**src/rtl/pwm_ofs_pkg.sv**
```systemverilog
package pwm_ofs_pkg;
  localparam int NPH    = 3;  // phases a, b, c
  localparam int LEVELS = 4;  // carrier bands between thresholds 0..4
  localparam int RW     = 2;  // width of a rank or phase index
  typedef logic [RW-1:0] rank_t;
endpackage

```
**src/rtl/pwm_ofs_band.sv**
```systemverilog
module pwm_ofs_band
  import pwm_ofs_pkg::*;
#(
  parameter int IBITS = 3,
  parameter int FBITS = 12
) (
  input  logic [IBITS+FBITS-1:0] v_i,
  output logic [FBITS:0]         err_o
);
  localparam int VW = IBITS + FBITS;

  function automatic logic [IBITS-1:0] f_floor(input logic [VW-1:0] v);
    logic [IBITS-1:0] ip;
    ip = v[VW-1:FBITS];
    return (int'(ip) >= LEVELS) ? IBITS'(LEVELS - 1) : ip;
  endfunction

  function automatic logic [FBITS:0] f_err(input logic [VW-1:0] v);
    logic [VW-1:0] d;
    d = v - {f_floor(v), {FBITS{1'b0}}};
    return d[FBITS:0];
  endfunction

  assign err_o = f_err(v_i);
endmodule

```
**src/rtl/pwm_ofs_rank.sv**
```systemverilog
module pwm_ofs_rank
  import pwm_ofs_pkg::*;
#(
  parameter int W = 12
) (
  input  logic                    clk,
  input  logic                    rst_n,
  input  logic [NPH-1:0][W-1:0]   val_i,
  output rank_t [NPH-1:0]         rank_o
);
  // rank 0 is the largest; equal values rank the lower index higher
  function automatic rank_t f_rank(input logic [NPH-1:0][W-1:0] v, input int i);
    int n;
    n = 0;
    for (int j = 0; j < NPH; j++) begin
      if (j != i && ((v[j] > v[i]) || (v[j] == v[i] && j < i))) n++;
    end
    return RW'(n);
  endfunction

  for (genvar g = 0; g < NPH; g++) begin : g_rank
    assign rank_o[g] = f_rank(val_i, g);
  end

  AST_RANK_PERM: assert property (@(posedge clk) disable iff (!rst_n)
    (rank_o[0] != rank_o[1]) && (rank_o[1] != rank_o[2]) && (rank_o[0] != rank_o[2])
    && (int'(rank_o[0]) < NPH) && (int'(rank_o[1]) < NPH) && (int'(rank_o[2]) < NPH));
endmodule

```
**src/rtl/pwm_ofs_pick.sv**
```systemverilog
module pwm_ofs_pick
  import pwm_ofs_pkg::*;
#(
  parameter int FBITS = 12
) (
  input  logic                   clk,
  input  logic                   rst_n,
  input  logic                   chk_en,
  input  rank_t [NPH-1:0]        cur_rank_i,
  input  rank_t [NPH-1:0]        err_rank_i,
  input  logic [NPH-1:0][FBITS:0] err_i,
  output rank_t                  pick_o,
  output logic signed [FBITS+1:0] off_o
);
  localparam int OW = FBITS + 2;
  localparam logic signed [OW-1:0] ONE = OW'(1 << FBITS);

  logic [NPH-1:0] imax, imed, emax, emed, emin, pv;
  logic           use_max, pin_low;
  logic [FBITS:0] err_p;

  always_comb begin
    for (int i = 0; i < NPH; i++) begin
      imax[i] = (cur_rank_i[i] == RW'(0));
      imed[i] = (cur_rank_i[i] == RW'(1));
      emax[i] = (err_rank_i[i] == RW'(0));
      emed[i] = (err_rank_i[i] == RW'(1));
      emin[i] = (err_rank_i[i] == RW'(2));
    end
  end

  assign use_max = ~|(imax & emed);
  assign pv      = use_max ? imax : imed;
  assign pin_low = |(pv & emin);

  always_comb begin
    err_p  = '0;
    pick_o = '0;
    for (int i = 0; i < NPH; i++) begin
      if (pv[i]) begin
        err_p  = err_p | err_i[i];
        pick_o = RW'(i);
      end
    end
  end

  assign off_o = pin_low ? -$signed({1'b0, err_p}) : ONE - $signed({1'b0, err_p});

  AST_PICK_ONE: assert property (@(posedge clk) disable iff (!rst_n)
    chk_en |-> $countones(pv) == 1);
  AST_PICK_EXTREME: assert property (@(posedge clk) disable iff (!rst_n)
    chk_en |-> (pv & emed) == '0);
endmodule

```
**src/rtl/pwm_ofs_sel.sv**
```systemverilog
module pwm_ofs_sel
  import pwm_ofs_pkg::*;
#(
  parameter int IBITS = 3,
  parameter int FBITS = 12,
  parameter int CW    = 12
) (
  input  logic                          clk,
  input  logic                          rst_n,
  input  logic                          smp_stb,
  input  logic [NPH-1:0][IBITS+FBITS-1:0] ctl_v,
  input  logic [NPH-1:0][CW-1:0]        cur_mag,
  output logic [NPH-1:0][IBITS+FBITS-1:0] vr_o,
  output logic [RW-1:0]                 clamp_idx_o
);
  localparam int VW = IBITS + FBITS;
  localparam int OW = FBITS + 2;
  localparam int SW = VW + 2;
  localparam logic [VW-1:0] FULL = VW'(LEVELS << FBITS);

  function automatic logic [VW-1:0] f_sat(input logic [VW-1:0] v);
    return (v > FULL) ? FULL : v;
  endfunction

  function automatic logic [VW-1:0] f_limit(input logic signed [SW-1:0] s);
    if (s < 0)               return '0;
    else if (s > $signed({2'b00, FULL})) return FULL;
    else                     return s[VW-1:0];
  endfunction

  // stage 1: capture
  logic [NPH-1:0][VW-1:0] v_q;
  logic [NPH-1:0][CW-1:0] cur_q;
  logic                   s1_vld;

  always_ff @(posedge clk) begin
    if (!rst_n) begin
      v_q    <= '0;
      cur_q  <= '0;
      s1_vld <= 1'b0;
    end else begin
      s1_vld <= smp_stb;
      if (smp_stb) begin
        for (int i = 0; i < NPH; i++) begin
          v_q[i]   <= f_sat(ctl_v[i]);
          cur_q[i] <= cur_mag[i];
        end
      end
    end
  end

  // band positions
  logic [NPH-1:0][FBITS:0] err;
  for (genvar g = 0; g < NPH; g++) begin : g_band
    pwm_ofs_band #(.IBITS(IBITS), .FBITS(FBITS)) band_i (
      .v_i   (v_q[g]),
      .err_o (err[g])
    );
  end

  // rankings
  rank_t [NPH-1:0] cur_rank, err_rank;
  pwm_ofs_rank #(.W(CW)) cur_rank_i (
    .clk(clk), .rst_n(rst_n), .val_i(cur_q), .rank_o(cur_rank));
  pwm_ofs_rank #(.W(FBITS+1)) err_rank_i (
    .clk(clk), .rst_n(rst_n), .val_i(err), .rank_o(err_rank));

  // selection
  rank_t                 pick;
  logic signed [OW-1:0]  off;
  pwm_ofs_pick #(.FBITS(FBITS)) pick_i (
    .clk        (clk),
    .rst_n      (rst_n),
    .chk_en     (s1_vld),
    .cur_rank_i (cur_rank),
    .err_rank_i (err_rank),
    .err_i      (err),
    .pick_o     (pick),
    .off_o      (off)
  );

  // shift all phases
  logic signed [SW-1:0] sum [NPH];
  for (genvar g = 0; g < NPH; g++) begin : g_sum
    assign sum[g] = $signed({2'b00, v_q[g]}) + $signed({{(SW-OW){off[OW-1]}}, off});
    AST_SUM_RANGE: assert property (@(posedge clk) disable iff (!rst_n)
      s1_vld |-> (sum[g] >= 0) && (sum[g] <= $signed({2'b00, FULL})));
  end

  // stage 2: results
  always_ff @(posedge clk) begin
    if (!rst_n) begin
      vr_o        <= '0;
      clamp_idx_o <= '0;
    end else if (s1_vld) begin
      for (int i = 0; i < NPH; i++) vr_o[i] <= f_limit(sum[i]);
      clamp_idx_o <= pick;
    end
  end

  AST_PIN_INTEGER: assert property (@(posedge clk) disable iff (!rst_n)
    s1_vld |-> sum[pick][FBITS-1:0] == '0);
  AST_HOLD: assert property (@(posedge clk) disable iff (!rst_n)
    !s1_vld |=> $stable(vr_o) && $stable(clamp_idx_o));
  AST_IDX_RANGE: assert property (@(posedge clk) disable iff (!rst_n)
    int'(clamp_idx_o) < NPH);
  AST_OUT_RANGE: assert property (@(posedge clk) disable iff (!rst_n)
    (vr_o[0] <= FULL) && (vr_o[1] <= FULL) && (vr_o[2] <= FULL));
endmodule

```
**config.mk**
```make
export PLATFORM = sky130hd
export DESIGN_NAME = pwm_ofs_sel
export DESIGN_NICKNAME = d
export VERILOG_FILES = /design/src/rtl/pwm_ofs_pkg.sv /design/src/rtl/pwm_ofs_band.sv /design/src/rtl/pwm_ofs_rank.sv /design/src/rtl/pwm_ofs_pick.sv /design/src/rtl/pwm_ofs_sel.sv
export SDC_FILE = /design/constraint.sdc
export NUM_CORES = 1
export LEC_CHECK = 0
export BUFFER_PORTS_ARGS = -buffer_cell sky130_fd_sc_hd__buf_2
export CORE_UTILIZATION = 40
export CTS_CLUSTER_DIAMETER = 60
export DETAILED_ROUTE_END_ITERATION = 16
export GPL_TIMING_DRIVEN = 1
export PLACE_DENSITY = 0.71
export SLEW_MARGIN = 25
export SYNTH_ARGS = -nofsm -noshare
export SYNTH_HDL_FRONTEND = slang
export SYNTH_SLANG_ARGS = --single-unit
export TNS_END_PERCENT = 5
```
**constraint.sdc**
```tcl
create_clock -name clk -period 16 [get_ports clk]
set_input_delay 3.2 -clock clk [delete_from_list [all_inputs] [get_ports clk]]
set_output_delay 3.2 -clock clk [all_outputs]
set_load 0.02 [all_outputs]
```
# After elaboration in Yosys (flattened, before gate mapping)
# Cells that the tools add are included.
# Widths: inputs -> output; s select.
# totals
register_bits	129
latch_bits	0
ram_bits	0
rom_bits	0
output_inout_bits	47
word_cells	110
n_memories	0
# classes
add_sub_neg	14
multipliers	0
n_div	0
magnitude_cmp	24
eq_ne	15
shifts	0
mux	31
n_bitwise	4
n_reduce_logical	11
# op_table
operator	n
$mux 15	9
$gt 13x13->1	6
$gt 12x12->1	6
$add 16x14->17	3
$gt 17x16->1 const B	3
$lt 17x1->1 const B	3
$gt 15x15->1 const B	3
$eq 13x13->1	3
$mux 13	3
$sub 13x13->13	3
$eq 12x12->1	3
$or 13x13->13	2
$mux 14	1
$mux 2	7
$neg 13->14	1
$sub 13x13->14 const A	1
$add 1x1->2 const B	6
$eq 2x1->1 const B	6
$mux 1	10
$ge 3x3->1 const B	3
$and 3x3->3	2
$eq 2x2->1 const B	3
$logic_not 2->1	3
$logic_or 1x1->1	6
2 further kinds	3

# Longest topological paths before layout
# logic_depth
depth_word	23
ltp_mapped	32
depth_no_buf	30

# Modules after synthesis
# A second synthesis with hierarchy kept.
# hier_totals
hier_cells	1178
area_unflattened_um2	10286.1
# by_module_without_submodules
mod	instances	cells_each	area_per_inst_um2
pwm_ofs_sel	1	820	7467.2
pwm_ofs_rank (err_rank_i)	1	133	996.0
pwm_ofs_rank (cur_rank_i)	1	118	932.1
pwm_ofs_pick	1	68	579.3
pwm_ofs_band	3	13	103.8

# Least setup slack after synthesis
# No wires, ideal clock.
# synth_timing
path_kind	reg2reg
startpoint	register v_q[31] (netlist bit)
endpoint	register vr_o[31] (netlist bit)
setup_ps	61
arrival_ps	7194
required_time_ps	15939
slack_ps	8745
stages_incl_launch_ff	31
n_path_buf	2
cell_sequence	dfxtp_1 > inv_1 > ha_1 > nor2b_1 > o21a_1 > o21ai_0 > nand2b_1 > a21oi_1 > o21ai_0 > a21o_1 > a21oi_1 > o211ai_1 > ha_1 > a222oi_1 > mux2_2 > buf_6 > a221oi_1 > ha_1 > nand3_1 > xnor2_1 > ha_1 > nand2_1 > or3_1 > nand2_1 > xor2_1 > or4_1 > or4_1 > or4_1 > o31ai_1 > clkbuf_1 > a32o_1
# synth_between
elab_chain_cells	21
word_cells_on_any_way	38
classes_between	5 x add/sub; 6 x order compare; 8 x eq/ne; 11 x mux; 4 x bitwise; 4 x reduce/logical
# synth_rtl
element	line	text
start: declaration	pwm_ofs_sel.sv:32	logic [NPH-1:0][VW-1:0] v_q;
start signal: indexed assignment	pwm_ofs_sel.sv:45	v_q[i] <= f_sat(ctl_v[i]);
$sub 13x13->13	pwm_ofs_band.sv:20	d = v - {f_floor(v), {FBITS{1'b0}}};
$gt 13x13->1 or $eq 13x13->1 (tied branches)	pwm_ofs_rank.sv:16	if (j != i && ((v[j] > v[i]) || (v[j] == v[i] && j < i))) n++;
$logic_or 1x1->1	pwm_ofs_rank.sv:16	
$mux 1	pwm_ofs_rank.sv:16	
$add 1x1->2	pwm_ofs_rank.sv:16	
$mux 2	pwm_ofs_rank.sv:16	
$eq 2x1->1	pwm_ofs_pick.sv:27	emed[i] = (err_rank_i[i] == RW'(1));
$and 3x3->3	pwm_ofs_pick.sv:32	assign use_max = ~|(imax & emed);
[... 5 more ...]	--	
$or 13x13->13	pwm_ofs_pick.sv:41	err_p = err_p | err_i[i];
$mux 13	pwm_ofs_pick.sv:40	if (pv[i]) begin
$sub 13x13->14 or $neg 13->14 (tied branches)	pwm_ofs_pick.sv:47	assign off_o = pin_low ? -$signed({1'b0, err_p}) : ONE - $signed({1'b0, err_p});
$mux 14	pwm_ofs_pick.sv:47	
$add 16x14->17 *	pwm_ofs_sel.sv:85	assign sum[g] = $signed({2'b00, v_q[g]}) + $signed({{(SW-OW){off[OW-1]}}, off});
$gt 17x16->1	pwm_ofs_sel.sv:27	else if (s > $signed({2'b00, FULL})) return FULL;
$mux 15	pwm_ofs_sel.sv:27	
$mux 15 *	pwm_ofs_sel.sv:26	if (s < 0) return '0;
end signal: assignment	pwm_ofs_sel.sv:93	vr_o <= '0;
end: declaration	pwm_ofs_sel.sv:13	output logic [NPH-1:0][IBITS+FBITS-1:0] vr_o,
# Mark *: on every way between the ends. The rest lies on a longest branch, timed or not.
# A chain may end at the register's enable or synchronous reset.

# Worst setup path after layout
# layout_timing
startpoint	register v_q[31] (netlist bit)
endpoint	register vr_o[30] (netlist bit)
# The elaborated chain is that of the path after synthesis.

==> qor.txt <==
Status = finished, final reports clean
Distinct cells, synth = 72
Core Area = 22920 um^2
Seq/Total Area, Yosys = 27.33%
Chip height = 155.7 um
Top-area cell type share of the netlist area = 27.33%
Worst path depth = 26
Simple-gate share of the synthesized area = 18.45%
Pin count of the biggest net entering global routing = 89
Worst hold endpoint = vr_o[20]$_SDFFE_PN0P_
Sink Count = 129
Synth cell count leaders = ha_1, dfxtp_1, inv_1, nand2_1, o21ai_0
CTS tree = done
GRT Util Overall = 22.95%
DRC Markers = 0
RSZ-0062 raised after global routing = false
CP Class = reg -> reg
Resize count post-CTS = 0
Layout cells sized above 1 = 15.59%
Worst skew pair latency = 0.42 ns
Die area = 24240 um^2
FILL cells = 2224
Vias = 8638
Flops & latches, synth = 129
Final Max Tran Viols = 0
Drt total wl = 27080 um
Worst R2R Path Depth = 26
First-pass GRT wire length = 43330 um
Hold_sp = vr_o[20]$_SDFFE_PN0P_
Worst VDD drop = 0.08313 mV
Worst Path Arrival = 8.68 ns
Hold buffer count at cts = 0
I/O Buffers = 130
Setup-failing EPs final = 0
Slowest cell on crit path = a221oi_1
Clock tree buffer depth = 2
Worst R2R End = vr_o[30]$_SDFFE_PN0P_
CP endpoint kind = flop
Tmin final = 8.322 ns
Synth Instances = 1096
H-tree depth = 4
Compound-Gate Fraction of Synth Area = 21.89%
Max-Cap Viols = 0
P_leak = 5.032 nW
GRT overflow = 0
Post-synth EDFFs = 0
TNS Setup = 0 ns
DIE WIDTH = 155.7 um
Final Util = 47.96%
Nets = 1433
Top-count cell post-synth = ha_1
Post-CTS setup buffers = 0
Avg Cell Area, Syn = 8.621 um^2
Routed len/inst = 17.54 um
Worst reg2reg setup slack = 7.68 ns
CTS Buf Count = 17
Syn Nets = 1317
Initial Utilization = 41.23%
Critical path required time = 16.36 ns
Vias per inst = 5.595
Largest family of logic cells by synthesized area = compound AO/OA/AOI/OAI gates
CP max stage delay = 0.80 ns
Placer Congestion = 0.9855
Mapped Area = 9449 um^2
Mux share of post-synthesis cell area = 4.476%
FF/Latch Area = 2582 um^2
Synth Flop Type = dfxtp_1
Placed insts = 1506
Pre-CTS setup slack = 7.844 ns
Crit path max-delay family = compound AO/OA/AOI/OAI gates
Vias in the first global route = 8288
Clock skew = 0.009569 ns
Hold Violations, Final = 0
Synth Warn # = 0
Tcrit/Tclk final = 52.01%
Initial antenna violation count = 7
Pre-antenna DRT Iters = 7
Top cells by area, synth = dfxtp_1, ha_1, mux2i_1, nor2b_1, inv_1
Worst Setup Slack, final = 7.678 ns
Post-synth ARST share = 0%
Hold Path Depth = 2
HP Class = reg -> reg
Area share of fa/ha/maj cells after synthesis = 18.38%
Worst Tran Pin Value = 0.8673 ns
Reg clk slew, reported paths = 0.06 ns
Clk root buf = clkbuf_16
Dpl hpwl = 21370 um
Max Clk Rate = 120.2 MHz
Max transition margin = 41.76%
Worst path bufs/invs = 1
Hold Slack = 0.4427 ns
Crit start category = flop
Worst reg2reg startpoint = v_q[31]$_SDFFE_PN0P_
Initial DRC Count = 565
Io pins = 131
Area of the multi-input gates = 6390 um^2
PwrDens = 161.7 nW/um^2
Crit Path Max Fanout = 14
Antenna-violating nets left = 0
Leading area contributor after synthesis = dfxtp_1
Area Overhead vs Synth = 16.31%
Xor-xnor portion of the synthesized cell area = 4.356%
Row count = 55
CP dominant cell by count = ha_1
Layout Cells excl Fill = 1544
[worst register-to-register path, cell delays in order (launching register included)]
cell	delay, ns
dfxtp_1	0.43
inv_1	0.13
ha_1	0.30
nor2b_1	0.13
o21a_1	0.16
o21ai_0	0.14
nand2b_1	0.07
a21oi_1	0.14
o21ai_0	0.08
a21o_1	0.19
a21oi_1	0.19
o211ai_1	0.13
ha_1	0.34
a222oi_1	0.60
mux2_2	0.52
a221oi_1	0.81
nand3_1	0.28
xnor2_1	0.27
ha_1	0.40
nand2_1	0.10
or3_1	0.39
a21boi_0	0.42
xor2_1	0.18
or4_1	0.51
or4_1	0.42
o31ai_2	0.66
a32o_1	0.27
[how the worst max path moves through the flow]
stage                              start                    end  slack, ns
finish              v_q[31]$_SDFFE_PN0P_  vr_o[30]$_SDFFE_PN0P_       7.68
detailed placement  v_q[31]$_SDFFE_PN0P_  vr_o[30]$_SDFFE_PN0P_       7.84
global route        v_q[31]$_SDFFE_PN0P_  vr_o[30]$_SDFFE_PN0P_       7.17
CTS                 v_q[31]$_SDFFE_PN0P_  vr_o[30]$_SDFFE_PN0P_       7.76
floorplan           v_q[31]$_SDFFE_PN0P_  vr_o[31]$_SDFFE_PN0P_       8.75
global placement    v_q[31]$_SDFFE_PN0P_  vr_o[38]$_SDFFE_PN0P_       7.79
[metrics by stage]
| step | power, W | area, um^2 |
|---|---|---|
| finish | 0.001777 | 10990 |
| global route | 0.001903 | 10980 |
| CTS | 0.001774 | 10980 |
| detailed placement | 0.001358 | 10370 |
| global placement | 0.001345 | 10360 |
| floorplan | 0.001125 | 9449 |
[placed cells by master, fill, tap and decap left out, types with 4 or more instances in the layout]
cell / instances
or4_1: 10
a211oi_1: 15
a32o_1: 28
xnor2_1: 33
a221oi_1: 9
a21o_1: 25
dfxtp_1: 129
a21oi_1: 54
nand4_1: 18
inv_1: 85
nor4_1: 14
and2_1: 44
clkinv_4: 4
xor2_1: 14
a222oi_1: 7
buf_2: 129
nand2b_1: 11
buf_4: 5
a22o_1: 9
a31oi_1: 4
nand2_1: 84
a21boi_0: 4
o21a_1: 12
o21ai_0: 56
mux2i_1: 40
clkbuf_16: 17
nor3_1: 11
nand3_1: 19
nor2b_1: 53
ha_1: 134
o211ai_1: 4
diode_2: 6
nor2_1: 42
o22ai_1: 23
[registers in the layout (all words and copies together), names as in the netlist]
register	count
clamp_idx_o	2
vr_o	45
v_q	45
cur_q	36
s1_vld	1
[per-layer routing]
layer	track usage [%]	routed length, um	vias to the layer above
met4	8.824	981	4
met1	28.66	12110	3988
met3	5.333	1866	68
met2	38.20	12110	311
li1	-	-	4267
met5	0	21	-
[cell type report]
| cell class | count | area share, % |
|---|---|---|
| antenna | 6 | 0.1366 |
| clock buffer | 19 | 4.030 |
| clock inverter | 13 | 1.480 |
| inverter | 86 | 2.937 |
| multi-input combinational | 844 | 58.14 |
| sequential | 129 | 23.50 |
| tap | 313 | 3.563 |
| timing repair buffer | 134 | 6.216 |
[where the power goes]
part	switching, W	internal (W)
clock network	0.000154	0.000249
registers	0.0000267	0.000359
logic	0.000619	0.000369
[logic make-up (layout without fill, tap and decap cells)]
logic type                 after synthesis  after routing
adders and majority gates              137            137
and+or+nand+nor                        327            327
AOI/OAI and AO/OA                      291            291
muxes                                   42             42
xor gates and xnor gates                47             47
buffers and inverters                  123            252
other                                    0              6
DFF                                    129            129
(Power assumes the default switching activity.)
